`src/rtl/fuse_pkg.sv`:
```
package fuse_pkg;
    localparam int CTRL_OFF  = 'h40;
    localparam int STAGE_OFF = 'h50;
    localparam int RES_OFF   = 'h60;
    localparam int WIN_BASE  = 'h200;
    localparam logic [7:0] UNLOCK = 8'hAC;

    typedef struct packed {
        logic [31:0] stage;
        logic [31:0] result;
        logic        rsp_v;
        logic [31:0] rsp_d;
    } bus_state_t;
endpackage

```
`src/rtl/fuse_store.sv`:
```
module fuse_store #(
    parameter int WORDS = 64,
    parameter int WA    = $clog2(WORDS)
) (
    input  logic          clk,
    input  logic          rst_n,
    input  logic          prog_en,
    input  logic [WA-1:0] prog_word,
    input  logic [31:0]   prog_data,
    input  logic [WA-1:0] win_word,
    output logic [31:0]   win_data,
    input  logic [WA-1:0] op_word,
    output logic [31:0]   op_data
);
    logic [31:0] word_q [WORDS];

    for (genvar i = 0; i < WORDS; i++) begin : g_word
        logic [31:0] cell_d;
        always_comb begin
            cell_d = word_q[i];
            if (prog_en && prog_word == WA'(i))
                cell_d = word_q[i] | prog_data;
        end
        always_ff @(posedge clk or negedge rst_n) begin
            if (!rst_n) word_q[i] <= '0;
            else        word_q[i] <= cell_d;
        end
    end

    assign win_data = word_q[win_word];
    assign op_data  = word_q[op_word];
endmodule

```
`src/rtl/fuse_cmd_engine.sv`:
```
module fuse_cmd_engine #(
    parameter int LAT = 8,
    parameter int WA  = 6
) (
    input  logic          clk,
    input  logic          rst_n,
    input  logic          cmd_we,
    input  logic [7:0]    cmd_key,
    input  logic [7:0]    cmd_off,
    input  logic [1:0]    cmd_bits,
    input  logic [31:0]   stage_data,
    output logic          busy_rd,
    output logic          busy_wr,
    output logic [7:0]    cur_off,
    output logic          fin_rd,
    output logic          fin_wr,
    output logic [WA-1:0] op_word,
    output logic [31:0]   op_wdata
);
    import fuse_pkg::*;
    localparam int CW = (LAT > 1) ? $clog2(LAT) : 1;

    typedef struct packed {
        logic          rd;
        logic          wr;
        logic [CW-1:0] cnt;
        logic [7:0]    off;
        logic [31:0]   data;
    } eng_t;

    eng_t s_d, s_q;
    logic busy, last;

    assign busy = s_q.rd | s_q.wr;
    assign last = busy && (s_q.cnt == '0);

    always_comb begin
        s_d = s_q;
        if (busy) begin
            if (last) begin
                s_d.rd = 1'b0;
                s_d.wr = 1'b0;
            end else begin
                s_d.cnt = s_q.cnt - 1'b1;
            end
        end
        if (cmd_we && !busy && cmd_key == UNLOCK && cmd_bits != 2'b00) begin
            s_d.rd   = cmd_bits[1];
            s_d.wr   = ~cmd_bits[1];
            s_d.cnt  = CW'(LAT - 1);
            s_d.off  = cmd_off;
            s_d.data = stage_data;
        end
    end

    always_ff @(posedge clk or negedge rst_n) begin
        if (!rst_n) s_q <= '0;
        else        s_q <= s_d;
    end

    assign busy_rd  = s_q.rd;
    assign busy_wr  = s_q.wr;
    assign cur_off  = s_q.off;
    assign fin_rd   = last && s_q.rd;
    assign fin_wr   = last && s_q.wr;
    assign op_word  = s_q.off[WA+1:2];
    assign op_wdata = s_q.data;
endmodule

```
`src/rtl/fuse_keyed_ctrl.sv`:
```
module fuse_keyed_ctrl #(
    parameter int AW    = 12,
    parameter int WORDS = 64,
    parameter int LAT   = 8
) (
    input  logic          clk,
    input  logic          rst_n,
    input  logic          req_valid,
    output logic          req_ready,
    input  logic          req_write,
    input  logic [AW-1:0] req_addr,
    input  logic [31:0]   req_wdata,
    output logic          rsp_valid,
    output logic [31:0]   rsp_rdata
);
    import fuse_pkg::*;
    localparam int WA = $clog2(WORDS);
    localparam logic [AW-1:0] WIN_LO = AW'(WIN_BASE);
    localparam logic [AW-1:0] WIN_HI = AW'(WIN_BASE + 4 * WORDS);

    bus_state_t st_d, st_q;
    logic [AW-1:0] a;
    logic          win_hit, cmd_we;
    logic          busy_rd, busy_wr, fin_rd, fin_wr;
    logic [7:0]    cur_off;
    logic [WA-1:0] op_word;
    logic [31:0]   op_wdata, op_rdata, win_data;
    logic          unused_addr_lsb;

    assign a               = {req_addr[AW-1:2], 2'b00};
    assign unused_addr_lsb = ^req_addr[1:0];
    assign win_hit         = (a >= WIN_LO) && (a < WIN_HI);
    assign cmd_we          = req_valid && req_write && (a == AW'(CTRL_OFF));
    assign req_ready       = 1'b1;

    fuse_cmd_engine #(.LAT(LAT), .WA(WA)) u_eng (
        .clk(clk), .rst_n(rst_n),
        .cmd_we(cmd_we), .cmd_key(req_wdata[15:8]), .cmd_off(req_wdata[23:16]),
        .cmd_bits(req_wdata[1:0]), .stage_data(st_q.stage),
        .busy_rd(busy_rd), .busy_wr(busy_wr), .cur_off(cur_off),
        .fin_rd(fin_rd), .fin_wr(fin_wr), .op_word(op_word), .op_wdata(op_wdata)
    );

    fuse_store #(.WORDS(WORDS), .WA(WA)) u_store (
        .clk(clk), .rst_n(rst_n),
        .prog_en(fin_wr), .prog_word(op_word), .prog_data(op_wdata),
        .win_word(a[WA+1:2]), .win_data(win_data),
        .op_word(op_word), .op_data(op_rdata)
    );

    always_comb begin
        st_d       = st_q;
        st_d.rsp_v = req_valid;
        st_d.rsp_d = '0;
        if (req_valid && !req_write) begin
            if (a == AW'(CTRL_OFF))
                st_d.rsp_d = {8'h00, cur_off, 8'h00, 6'b0, busy_rd, busy_wr};
            else if (a == AW'(STAGE_OFF))
                st_d.rsp_d = st_q.stage;
            else if (a == AW'(RES_OFF))
                st_d.rsp_d = st_q.result;
            else if (win_hit)
                st_d.rsp_d = win_data;
        end
        if (req_valid && req_write && a == AW'(STAGE_OFF))
            st_d.stage = req_wdata;
        if (fin_rd)
            st_d.result = op_rdata;
    end

    always_ff @(posedge clk or negedge rst_n) begin
        if (!rst_n) st_q <= '0;
        else        st_q <= st_d;
    end

    assign rsp_valid = st_q.rsp_v;
    assign rsp_rdata = st_q.rsp_d;
endmodule

```
`config.mk`:
```
export PLATFORM = sky130hd
export DESIGN_NAME = fuse_keyed_ctrl
export DESIGN_NICKNAME = d
export VERILOG_FILES = /design/src/rtl/fuse_pkg.sv /design/src/rtl/fuse_store.sv /design/src/rtl/fuse_cmd_engine.sv /design/src/rtl/fuse_keyed_ctrl.sv
export SDC_FILE = /design/constraint.sdc
export NUM_CORES = 2
export LEC_CHECK = 0
export ABC_CLOCK_PERIOD_IN_PS = 2520
export BUFFER_PORTS_ARGS = -buffer_cell sky130_fd_sc_hd__buf_2
export CAP_MARGIN = 5
export CELL_PAD_IN_SITES_DETAIL_PLACEMENT = 2
export CELL_PAD_IN_SITES_GLOBAL_PLACEMENT = 2
export CORE_ASPECT_RATIO = 0.9
export CORE_UTILIZATION = 30
export CTS_CLUSTER_SIZE = 24
export DETAILED_ROUTE_END_ITERATION = 7
export PLACE_DENSITY = 0.57
export SYNTH_ARGS = -nofsm -noshare
export SYNTH_HDL_FRONTEND = slang
export SYNTH_SLANG_ARGS = --single-unit
```
`constraint.sdc`:
```
create_clock -name clk -period 2.52 [get_ports clk]
set_input_delay 0.252 -clock clk [delete_from_list [all_inputs] [get_ports clk]]
set_output_delay 0.252 -clock clk [all_outputs]
set_load 0.02 [all_outputs]
```
; Word level (Yosys, flattened, before mapping)
; Cells that the tools add are included.
; Widths: inputs -> output; s select.
[op_classes]
addsub = 1
n_lt_le_gt_ge = 4
n_eq_ne = 68
n_mux = 15
bitwise = 68
n_reduce_logical = 84
[ops]
columns = operator, count
row1 = $or 32x32->32, 64
row2 = $bmux 32 s6, 2
row3 = $mux 32, 9
row4 = $eq 6x6->1 const B, 32
row5 = $eq 6x5->1 const B, 16
row6 = $logic_and 1x1->1, 75
row7 = $eq 6x4->1 const B, 8
row8 = $mux 45, 1
row9 = $eq 10x5->1 const B, 3
row10 = $eq 6x3->1 const B, 4
row11 = $ge 7x7->1 const B, 2
row12 = $not 6->7, 2
row13 = $eq 6x2->1 const B, 2
row14 = $ge 12x10->1 const B, 1
row15 = $lt 12x10->1 const B, 1
row16 = $eq 8x8->1 const B, 1
row17 = $eq 6x1->1 const B, 1
row18 = $logic_not 6->1, 1
row19 = $reduce_bool 2->1, 3
row20 = $mux 5, 1
row21 = $reduce_and 2->1, 2
row22 = $logic_not 3->1, 1
row23 = $mux 3, 1
row24 = $sub 3x1->3 const B, 1
row25 = other kinds (5), 6
[word_totals]
ff_bits = 2190
in_bits = 48
output_inout_bits = 34
word_cells = 313

; Depth between registers and ports, before layout
[depth]
depth_word = 9
ltp_mapped = 12
ltp_nobuf = 8

; Cells and area by module
; A second synthesis with hierarchy kept.
[unflattened]
cells_unflattened = 7280
hier_area_um2 = 108084.9
[modules_own_cells]
columns = module, instances, cells_each, area_per_inst_um2, seq_area_each_um2
row1 = fuse_store, 1, 6732, 101204.6, 51249.2
row2 = fuse_keyed_ctrl, 1, 386, 4723.3, 2427.3
row3 = fuse_cmd_engine, 1, 162, 2157.1, 1126.1

; Worst setup path before layout
; OpenSTA, ideal clock, no wires.
[synth_path]
path_kind = register to register
startpoint = reg u_eng.s_q, in the netlist u_eng.cur_off[3]
endpoint = reg st_q[43] (netlist bit)
setup_ns = 0.126
arrival_ns = 2.151
required_ns = 2.394
path_slack_ns = 0.243
stages_incl_launch_ff = 8
path_buffers = 3
period_less_slack_ns = 2.277
path_cell_list = dfrtp_1 -> buf_2 -> buf_1 -> buf_1 -> mux4_2 -> a22oi_1 -> nand4_1 -> o32a_1
[synth_between]
elab_chain_len = 4
[synth_lines]
columns = item, line_no
row1 = from (decl), fuse_cmd_engine.sv:31  ; eng_t s_d, s_q;
row2 = from (signal assigned), fuse_cmd_engine.sv:57  ; if (!rst_n) s_q <= '0;
row3 = from (signal assigned), fuse_cmd_engine.sv:58  ; else s_q <= s_d;
row4 = $not 6->7 (not written as such), fuse_store.sv:31  ; assign op_data = word_q[op_word];
row5 = $bmux 32 s6, fuse_store.sv:31
row6 = $mux 32 (not written as such) (2 in series), fuse_store.sv:31
row7 = to (signal assigned), fuse_keyed_ctrl.sv:73  ; else st_q <= st_d;
row8 = to (decl), fuse_keyed_ctrl.sv:21  ; bus_state_t st_d, st_q;
; No other way between the ends. The select of a mux whose other input is x is not followed.
; A chain may end at the register's enable or synchronous reset.

; Worst setup path after layout
[layout_path]
startpoint = reg u_eng.s_q, in the netlist u_eng.cur_off[2]
endpoint = reg st_q[57] (netlist bit)
; Same word-level chain as after synthesis.

==> impl_metrics.tcl <==
set metrics [dict create \
    ys.flop_type "sky130_fd_sc_hd__dfrtp_1" \
    asyncSetResetFlopFracSynth_pct 100 \
    cp.depth 7 \
    violated_checks "setup timing" \
    maximum_number_of_pins_on_one_net_before_global_route_repair 125 \
    reg2reg_from "u_eng.cur_off[2]" \
    critical_path_required_ps 3340 \
    detail_route.wl_per_cell_um 39.1 \
    timing.reg2reg.setup_slack_ps -260 \
    cts_inserted_buffers 249 \
    finalWorstSetupSlack_ps -265 \
    yosys.area.top_type_share_pct 51.1 \
    ys_types 56 \
    io_buffers 78 \
    dpl.hpwl_um 352000 \
    worst_path_largest_cell_delay_ps 520 \
    routabilityCongestion 0.861 \
    synthDominantAreaCellType "sky130_fd_sc_hd__dfrtp_1" \
    hold-worst-slack_ps 69.6 \
    dp_cells 12800 \
    floorplan.io_pins 82 \
    clkSinkCount 2190 \
    total_number_of_vias 82300 \
    first_global_vias 87400 \
    final_worst_clock_skew_ps 70.3 \
    global_route.usage.total_pct 28.9 \
    post_synth_inst_count 7901 \
    cp_common_cell "sky130_fd_sc_hd__buf_12" \
    status "complete, but fails checks" \
    number_of_antenna_violations_at_the_first_check_in_global_routing 55 \
    arrival_time_at_the_worst_endpoint_ps 3610 \
    synth-warning-count 0 \
    worst_setup_path_start "u_eng.cur_off[2]" \
    crit-reg2reg-capture "st_q[57]" \
    critical_path_cell_by_cell "buf_12 > buf_12 > buf_8 > mux4_2 > a22oi_2 > nand4_1 > o32a_1" \
    maxSlewViolCount 0 \
    max-slew-margin-rel_pct 36.0 \
    hold_violations 0 \
    drt_drc_violations_left 0 \
    floorplan.initialDensity_pct 30.3 \
    die_width_um 632 \
    rsz0062_at_grt "yes" \
    cts_tree "done" \
    worstHoldPathType "input port to flop" \
    ys_top_cells_by_area "sky130_fd_sc_hd__dfrtp_1 (51%), sky130_fd_sc_hd__mux4_2 (18%), sky130_fd_sc_hd__a21o_1 (14%)" \
    leakagePower_nw 75.1 \
    detail_route.iter0.violations 8433 \
    die_area_um2 360000 \
    critPathMaxFanout 7 \
    max_clock_freq_mhz 359 \
    die_height_um 569 \
    cp_slowest_cell "sky130_fd_sc_hd__dfrtp_4" \
    crit_path_buffers_inverters 3 \
    transition_time_at_the_pin_with_the_least_slew_margin_ps 961 \
    clockRootBuffer "sky130_fd_sc_hd__clkbuf_16" \
    postSynthNetCount 7951 \
    setup.worst_path.start_class "flop" \
    setup_viol 349 \
    design.core.area_um2 355000 \
    peakVddDrop_mv 0.756 \
    synth_enable_flop_cells 0 \
    clkSlewWorstSetupHoldPaths_ps 60 \
    detail-route-antenna-nets 0 \
    synthesis.area_per_instance_um2 13.6 \
    area_growth_pct 24.8 \
    final.period_utilization_pct 111 \
    routed_wl_um 527000 \
    final_cells 13500 \
    cap_violations 0 \
    grt-ovfl-total 0 \
    reg2regPathDepth 7 \
    h-tree-depth 4 \
    critPathCapture "st_q[57]" \
    ys_seq_elements 2190 \
    drive_above_1_share_pct 32.6 \
    min_period_ps 2780 \
    power.density_nw_per_um2 578 \
    insertion_delay_ps 970 \
    final_net_count 8601 \
    critical_path.endpoint_type "flop" \
    criticalPathCategory "flop to flop" \
    vias_per_cell 6.11 \
    path_delay_family "compound AO/OA/AOI/OAI gates" \
    synth_sequential_area_ratio_pct 51.1 \
    placement_rows 207 \
    drt_first_pass_iters 5 \
    finalSetupTns_ps -12240 \
    grt_first_pass_wirelength_um 733000 \
    cts_max_path_buffers 4 \
    cell_area_after_synthesis_um2 107000 \
]
==> metal layers <==
metal	GRT usage, %	share of wire (%)	vias up
li1	-	-	31600
met1	41.4	44	46400
met2	43.7	44	3378
met3	4.35	6.8	899
met4	11.9	4.6	10
met5	0	0.011	-
==> cell usage after synthesis, drive strengths merged (2+ instances only) <==
| library cell | n |
|---|---|
| dfrtp | 2190 |
| a21o | 2049 |
| mux4 | 862 |
| buf | 488 |
| clkbuf | 386 |
| mux2i | 348 |
| nand2 | 253 |
| a22oi | 195 |
| nor2 | 155 |
| o22ai | 137 |
| a21oi | 114 |
| o21ai | 113 |
| a211oi | 100 |
| mux2 | 75 |
| nor2b | 47 |
| o221ai | 47 |
| nor4 | 44 |
| nand4 | 36 |
| o32a | 31 |
| a22o | 28 |
| nand3 | 28 |
| nor3 | 28 |
| and2 | 21 |
| nand2b | 19 |
| or3 | 16 |
| a221oi | 13 |
| inv | 13 |
| a211o | 11 |
| a31oi | 11 |
| o211ai | 7 |
| and3 | 4 |
| nand3b | 4 |
| o2111ai | 4 |
| or2 | 4 |
| a2111oi | 3 |
| or4 | 3 |
| a311oi | 2 |
| ha | 2 |
| o311ai | 2 |
| xnor2 | 2 |
==> registers in the layout, summed over array words and instances, names as in the netlist <==
| signal | cells |
|---|---|
| u_eng.busy_wr | 1 |
| u_eng.op_wdata | 32 |
| rsp_rdata | 32 |
| u_eng.cur_off | 8 |
| u_eng.s_q | 3 |
| u_store.word_q | 2048 |
| st_q | 64 |
| u_eng.busy_rd | 1 |
| rsp_valid | 1 |
==> power by group <==
part	internal, mW	switching, mW	leakage (nW)	total [mW]
Sequential	35.2	0.0148	30.5	35.2
Clock	22.5	16.2	4.17	38.7
Combinational	1.13	2.45	40.4	3.57
==> cell usage in the layout, fill, tap and decap left out, types with 75 or more instances in the layout <==
cell / count
sky130_fd_sc_hd__buf_4: 682
sky130_fd_sc_hd__mux4_2: 862
sky130_fd_sc_hd__mux2i_1: 341
sky130_fd_sc_hd__clkbuf_16: 260
sky130_fd_sc_hd__dfrtp_1: 2153
sky130_fd_sc_hd__nand2_1: 234
sky130_fd_sc_hd__a211oi_1: 84
sky130_fd_sc_hd__o21ai_0: 101
sky130_fd_sc_hd__buf_12: 385
sky130_fd_sc_hd__a21oi_1: 100
sky130_fd_sc_hd__o22ai_1: 127
sky130_fd_sc_hd__a22oi_1: 167
sky130_fd_sc_hd__mux2_2: 75
sky130_fd_sc_hd__a21o_1: 2049
==> worst reg2reg max path: stages (launching register included) <==
cell and delay, ps:
sky130_fd_sc_hd__dfrtp_4 520, sky130_fd_sc_hd__buf_12 180, sky130_fd_sc_hd__buf_12 200, sky130_fd_sc_hd__buf_8 120
sky130_fd_sc_hd__mux4_2 420, sky130_fd_sc_hd__a22oi_2 220, sky130_fd_sc_hd__nand4_1 500, sky130_fd_sc_hd__o32a_1 510
==> cell families (layout without fill, tap and decap cells) <==
logic type | after synthesis | count (layout) | synth area share [%]
buf+inv | 888 | 1743 | 4.14
xor+xnor | 2 | 2 | 0.0163
other cells | 1 | 16 | 0.00350
simple gates | 664 | 664 | 3.03
flops | 2190 | 2190 | 51.1
fa+ha+maj | 2 | 2 | 0.0233
mux | 1285 | 1285 | 22.1
compound gates | 2869 | 2869 | 19.6
==> worst min-delay path by stage <==
stage | depth (start not counted) | slack (ps) | startpoint | to
after floorplan | 0 | -40 | rst_n | rsp_rdata[0]
after global placement | 1 | 160 | rst_n | u_store.word_q[1369]
after detailed placement | 1 | 160 | rst_n | u_store.word_q[1369]
after CTS | 3 | 9 | req_wdata[5] | st_q[70]
after global routing | 3 | 50 | req_wdata[4] | st_q[69]
final | 3 | 70 | req_wdata[5] | st_q[70]
==> through the flow <==
step	setup slack, ps	cell area (um2)	power, mW	util [%]
finish	-265	134000	77.4	37.7
global placement	-1330	122000	39.3	34.5
CTS	-281	133000	78.1	37.5
floorplan	243	107000	37.0	-
detailed placement	-1160	122000	39.4	34.5
global route	-276	134000	79.5	37.7
==> final cells by class <==
cell class | instances | area, um2
clock inverters | 94 | 1180
diodes | 15 | 37.5
clock buffers | 362 | 7290
inverters | 14 | 56.3
well taps | 4702 | 5880
fillers | 35000 | 221000
repair buffers | 1273 | 15200
flip-flops and latches | 2190 | 54900
multi-input cells | 4823 | 49300
==> what timing repair did <==
| action | CTS | global route |
|---|---|---|
| pin swaps | 44 | 58 |
| gates cloned | 11 | 8 |
| endpoints found under the hold margin | 1969 | 0 |
| gates resized for setup | 149 | 124 |
| hold buffers | 37 | 0 |
| endpoints found under the setup margin | 1494 | 676 |
| setup buffers | 69 | 34 |
No activity file was read; power rests on OpenSTA's default activity.
